## src/rtl/bpg_pkg.sv

```systemverilog
// Shared widths and the latched latency settings for the bank timing guard.
// Assumes all timing values are whole clock cycles.
package bpg_pkg;
    localparam int AL_W   = 3;
    localparam int CL_W   = 3;
    localparam int TRTP_W = 4;
    localparam int TRP_W  = 4;
    localparam int CNT_W  = 6;

    typedef struct packed {
        logic [AL_W-1:0]   al;
        logic [CL_W-1:0]   cl;
        logic              bl8;
        logic [TRTP_W-1:0] trtp;
    } lat_cfg_t;
endpackage

```

## src/rtl/bpg_downcnt.sv

```systemverilog
// Saturating down-counter. A load of N makes the counter reach zero N cycles
// after the load cycle (N = 0 reads as zero straight away). It assumes
// load_val already fits the counter width.
module bpg_downcnt #(
    parameter int W = 6
) (
    input  logic         clk,
    input  logic         rst_n,
    input  logic         load,
    input  logic [W-1:0] load_val,
    output logic         expired
);
    logic [W-1:0] cnt_q;

    // Load N-1 on a command, otherwise count down to zero and stop there.
    always_ff @(posedge clk) begin
        if (!rst_n) begin
            cnt_q <= '0;
        end else if (load) begin
            cnt_q <= (load_val == '0) ? '0 : load_val - 1'b1;
        end else if (cnt_q != '0) begin
            cnt_q <= cnt_q - 1'b1;
        end
    end

    assign expired = (cnt_q == '0);
endmodule

```

## src/rtl/bpg_spacing.sv

```systemverilog
// Works out the read-to-precharge spacing AL + BL/2 + max(tRTP,2) - 2, which
// is AL + (BL8 ? 2 : 0) + max(tRTP,2). The result saturates at the counter
// width. Purely combinational.
module bpg_spacing
    import bpg_pkg::*;
#(
    parameter int CW = CNT_W
) (
    input  lat_cfg_t        cfg,
    output logic [CW-1:0]   spacing
);
    localparam int SW = CW + 2;
    localparam logic [SW-1:0] LIMIT = SW'((1 << CW) - 1);

    logic [SW-1:0] rtp_eff;
    logic [SW-1:0] sum;

    // Clamp tRTP to at least 2, add the burst term, then saturate.
    always_comb begin
        rtp_eff = (cfg.trtp > TRTP_W'(2)) ? SW'(cfg.trtp) : SW'(2);
        sum     = SW'(cfg.al) + (cfg.bl8 ? SW'(2) : SW'(0)) + rtp_eff;
        spacing = (sum > LIMIT) ? LIMIT[CW-1:0] : sum[CW-1:0];
    end
endmodule

```

## src/rtl/bpg_cfg_hold.sv

```systemverilog
// Captures the latency settings in every cycle the bank is closed and holds
// them while it is open. The effective output is the live input while closed.
module bpg_cfg_hold
    import bpg_pkg::*;
(
    input  logic     clk,
    input  logic     rst_n,
    input  logic     bank_open,
    input  lat_cfg_t cfg_in,
    output lat_cfg_t cfg_eff
);
    lat_cfg_t cfg_q;

    // Keep sampling while idle so the activate edge captures the final value.
    always_ff @(posedge clk) begin
        if (!rst_n) begin
            cfg_q <= '0;
        end else if (!bank_open) begin
            cfg_q <= cfg_in;
        end
    end

    assign cfg_eff = bank_open ? cfg_q : cfg_in;
endmodule

```

## src/rtl/bank_pre_guard.sv

```systemverilog
// Per-bank timing guard. It tracks activate, read and precharge for one bank
// and flags when a precharge or activate is legal. It assumes at most one
// command strobe per cycle. Early commands set a sticky violation flag but are
// still tracked.
module bank_pre_guard
    import bpg_pkg::*;
#(
    parameter int CW = CNT_W
) (
    input  logic              clk,
    input  logic              rst_n,
    input  logic              cmd_act,
    input  logic              cmd_rd,
    input  logic              cmd_pre,
    input  logic [AL_W-1:0]   cfg_al,
    input  logic [CL_W-1:0]   cfg_cl,
    input  logic              cfg_bl8,
    input  logic [TRTP_W-1:0] cfg_trtp,
    input  logic [CW-1:0]     cfg_tras,
    input  logic [TRP_W-1:0]  cfg_trp,
    output logic              pre_ok,
    output logic              act_ok,
    output logic [AL_W:0]     read_lat,
    output logic              violation
);
    lat_cfg_t      cfg_live;
    lat_cfg_t      cfg_eff;
    logic [CW-1:0] rd_space;
    logic          open_q;
    logic          rd_done;
    logic          ras_done;
    logic          rp_done;
    logic          viol_q;

    assign cfg_live = '{al: cfg_al, cl: cfg_cl, bl8: cfg_bl8, trtp: cfg_trtp};

    bpg_cfg_hold u_cfg (
        .clk       (clk),
        .rst_n     (rst_n),
        .bank_open (open_q),
        .cfg_in    (cfg_live),
        .cfg_eff   (cfg_eff)
    );

    bpg_spacing #(.CW(CW)) u_space (
        .cfg     (cfg_eff),
        .spacing (rd_space)
    );

    bpg_downcnt #(.W(CW)) u_rd_cnt (
        .clk      (clk),
        .rst_n    (rst_n),
        .load     (cmd_rd),
        .load_val (rd_space),
        .expired  (rd_done)
    );

    bpg_downcnt #(.W(CW)) u_ras_cnt (
        .clk      (clk),
        .rst_n    (rst_n),
        .load     (cmd_act),
        .load_val (cfg_tras),
        .expired  (ras_done)
    );

    bpg_downcnt #(.W(CW)) u_rp_cnt (
        .clk      (clk),
        .rst_n    (rst_n),
        .load     (cmd_pre),
        .load_val (CW'(cfg_trp)),
        .expired  (rp_done)
    );

    // Bank open state: an activate opens the bank, a precharge closes it.
    always_ff @(posedge clk) begin
        if (!rst_n) begin
            open_q <= 1'b0;
        end else if (cmd_pre) begin
            open_q <= 1'b0;
        end else if (cmd_act) begin
            open_q <= 1'b1;
        end
    end

    assign pre_ok = open_q && rd_done && ras_done;
    assign act_ok = !open_q && rp_done;

    // Sticky flag for a precharge or activate sent before it was legal.
    always_ff @(posedge clk) begin
        if (!rst_n) begin
            viol_q <= 1'b0;
        end else if ((cmd_pre && !pre_ok) || (cmd_act && !act_ok)) begin
            viol_q <= 1'b1;
        end
    end

    assign violation = viol_q;
    assign read_lat  = (AL_W+1)'(cfg_eff.al) + (AL_W+1)'(cfg_eff.cl);
endmodule

```

## config.mk

```make
export PLATFORM = sky130hd
export DESIGN_NAME = bank_pre_guard
export DESIGN_NICKNAME = d
export VERILOG_FILES = /design/src/rtl/bpg_pkg.sv /design/src/rtl/bpg_downcnt.sv /design/src/rtl/bpg_spacing.sv /design/src/rtl/bpg_cfg_hold.sv /design/src/rtl/bank_pre_guard.sv
export SDC_FILE = /design/constraint.sdc
export NUM_CORES = 1
export LEC_CHECK = 0
export BUFFER_PORTS_ARGS = -buffer_cell sky130_fd_sc_hd__buf_4
export CAP_MARGIN = 15
export CORE_AREA = 2 2 118 74
export DETAILED_ROUTE_END_ITERATION = 6
export DIE_AREA = 0 0 120 76
export SETUP_SLACK_MARGIN = 0.4
export SYNTH_ARGS = -nofsm -noshare
export SYNTH_HDL_FRONTEND = slang
export SYNTH_HIERARCHICAL = 1
export SYNTH_SLANG_ARGS = --single-unit
export TNS_END_PERCENT = 30
```

## constraint.sdc

```tcl
create_clock -name clk -period 7.3 [get_ports clk]
set_input_delay 1.46 -clock clk [delete_from_list [all_inputs] [get_ports clk]]
set_output_delay 1.46 -clock clk [all_outputs]
set_load 0.03 [all_outputs]
```

==> metrics.cfg <==
[synthesis]
synth_seq_cells = 31
synth_area_um2 = 2270
syn_avg_cell_area_um2 = 9.78
synth_top_area_cell = dfxtp_1
synthCells = 232
seq_area_frac_synth_pct = 27.3
yosys-top-cells-area = dfxtp_1, ha_1, xnor2_1
ys_types = 42
yosysWarningCount = 6
synthDominantCellAreaShare_pct = 27.3

[cells_and_area]
finish.utilization_pct = 34.4
n_fill_cell = 839
multi_input_area_um2 = 1560
drive_gt1_share_pct = 30.4
nets = 318
antenna_cells = 0
area_growth_pct = 23.6
ff_latch_area_um2 = 621

[grt]
antenna_found_initial = 0
track_usage_pct = 10.5
grt_max_degree = 25
grt_pass1_vias = 1681
overflow = 0
grt_pass1_wl_mm = 7.85

[worst_setup_path]
required_ns = 5.84
r2r_cells = 11
crit_type = input port to primary output
start_kind = input port
arrival_ns = 2.78
critPathMaxFanout = 3
end_kind = primary output

[floorplanning]
die_x_um = 120
coreArea_um2 = 8170
die_area_um2 = 9120
initial_utilization_pct = 27.8
rows = 26
die_h_um = 76
io_pins = 33

[detailed_routing]
vias = 1646
drc = 0
drtIter0Drc = 43
firstDrtPassIters = 4
route.antenna.remaining_nets = 0
post_drt_wl_per_cell_um = 11.4
drt_wl_total_mm = 4.36
vias_per_cell = 4.31

[clocking]
cts_hold_buf = 0
cts_root_buffer = clkbuf_16
cts_resized = 0
cts_buffers = 5
cts_tree = done
clock_sinks = 31
clk_path_buf_depth = 2
post_cts_buffers = 0
htree_num_levels = 2
clkLatencyLatePin_ns = 0.27
path_clk_slew_ns = 0.05

[placed_design]
place_congestion = 0.759
portBuffers = 32
dp_hpwl_mm = 3.51

[sta]
period_needed_ns = 4.24
tns_ns = 0
final_max_slew_viol_count = 0
hold_viol_final = 0
finalSetupViolCount = 0
worstMarginPinSlew_ns = 0.803
skew_ns = 0.00284
rsz0062_at_grt = false
min_period_over_period_pct = 58.0
slew-limit-headroom_pct = 46.4
timing.fmax_mhz = 236

[pwr]
p_leak_uw = 0.00119
ir_drop_mv = 0.101
power.density_nw_per_um2 = 257

[outcome]
outcome = completed

[run]
maxCapViolCount = 0

[min_path]
holdCritPathClass = register to register
hold_depth = 2

==> where the power goes <==
part           internal, uW  switching [uW]
logic                   135             129
registers               195            22.8
clock network           169            70.5
==> sequential cells by signal (all words and copies together), names as in the netlist <==
signal           flops
u_cfg/cfg_q         11
u_ras_cnt/cnt_q      6
u_rp_cnt/cnt_q       6
violation            1
u_rd_cnt/cnt_q       6
open_q               1
==> worst max-delay path, stage by stage <==
cell,delay [ns]
buf_4,0.11
mux2_2,0.30
ha_1,0.20
inv_1,0.07
fa_1,0.42
inv_1,0.07
buf_4,0.15
==> cell usage after synthesis, drive strengths merged <==
| library cell | number |
|---|---|
| or3 | 3 |
| dfxtp | 31 |
| and3 | 1 |
| and2 | 11 |
| o31a | 1 |
| o221ai | 1 |
| nand3 | 3 |
| xor2 | 3 |
| nand2 | 6 |
| and2b | 1 |
| xnor2 | 24 |
| o32ai | 3 |
| ha | 21 |
| inv | 20 |
| nor2 | 14 |
| buf | 2 |
| a21bo | 3 |
| o22a | 12 |
| o21ai | 7 |
| a21o | 3 |
| a21oi | 4 |
| nor3 | 12 |
| or2 | 4 |
| mux2 | 11 |
| o221a | 3 |
| clkbuf | 3 |
| nor2b | 1 |
| nor3b | 10 |
| and3b | 3 |
| nand2b | 4 |
| o21ba | 3 |
| conb | 2 |
| fa | 2 |
==> layout by cell type (no fill, tap or decap), types with 4 or more instances in the layout <==
| master | count |
|---|---|
| conb_1 | 5 |
| o21ai_0 | 4 |
| o22a_2 | 6 |
| o22a_1 | 6 |
| inv_1 | 20 |
| buf_4 | 32 |
| dfxtp_1 | 31 |
| nand2_1 | 6 |
| nand2b_1 | 4 |
| and2_1 | 10 |
| clkbuf_16 | 5 |
| ha_1 | 21 |
| xnor2_1 | 24 |
| nor2_1 | 11 |
| nor3_1 | 6 |
| mux2_4 | 10 |
| nor3b_1 | 10 |
| nor3_2 | 6 |
==> area by class of cell <==
type                            instances  share of cell area, %
Sequential cell                        31                   22.1
Clock buffer                            6                   4.95
Inverter                               20                   2.68
Multi-Input combinational cell        179                   55.4
Clock inverter                          2                   1.25
Tap cell                              112                   5.00
Timing Repair Buffer                   32                   8.56
==> cell families (layout without fill, tap and decap cells) <==
| family | after synthesis | after routing | share of synthesized area [%] |
|---|---|---|---|
| simple gates | 73 | 73 | 20.5 |
| compound gates | 40 | 40 | 16.4 |
| flops | 31 | 31 | 27.3 |
| xor+xnor | 27 | 27 | 10.4 |
| buf+inv | 25 | 60 | 4.63 |
| fa+ha+maj | 23 | 23 | 13.3 |
| mux | 11 | 11 | 7.11 |
| other cells | 2 | 5 | 0.331 |
==> layer usage <==
layer	GRT usage, %	part of all wire, %
met5	0	0
met4	2.12	0.32
met3	2.62	2.0
met2	15.3	41
met1	15.7	56
==> path summary, 6_finish.rpt <==
path	from	end	slack [ns]
setup / recovery	cfg_al[0]	read_lat[1]	3.06
hold / removal	violation$_SDFFE_PN0P_	violation$_SDFFE_PN0P_	0.47
setup reg to reg	open_q$_SDFFE_PP0P_	u_rd_cnt/cnt_q[0]$_SDFFE_PN0P_	3.91
hold reg to reg	violation$_SDFFE_PN0P_	violation$_SDFFE_PN0P_	0.47
==> stage by stage <==
stage / hold slack, ns / power (uW) / area (um2) / setup slack, ns / std cells
final: 0.474 / 722 / 2810 / 3.06 / 382
after global routing: 0.505 / 779 / 2810 / 2.99 / 382
after CTS: 0.480 / 734 / 2810 / 3.05 / 382
after detailed placement: 0.467 / 487 / 2630 / 3.06 / 374
after global placement: 0.459 / 485 / 2630 / 3.08 / 374
after floorplan: 0.517 / 423 / 2280 / 3.13 / 235
Power figures use the tool's default switching activity.
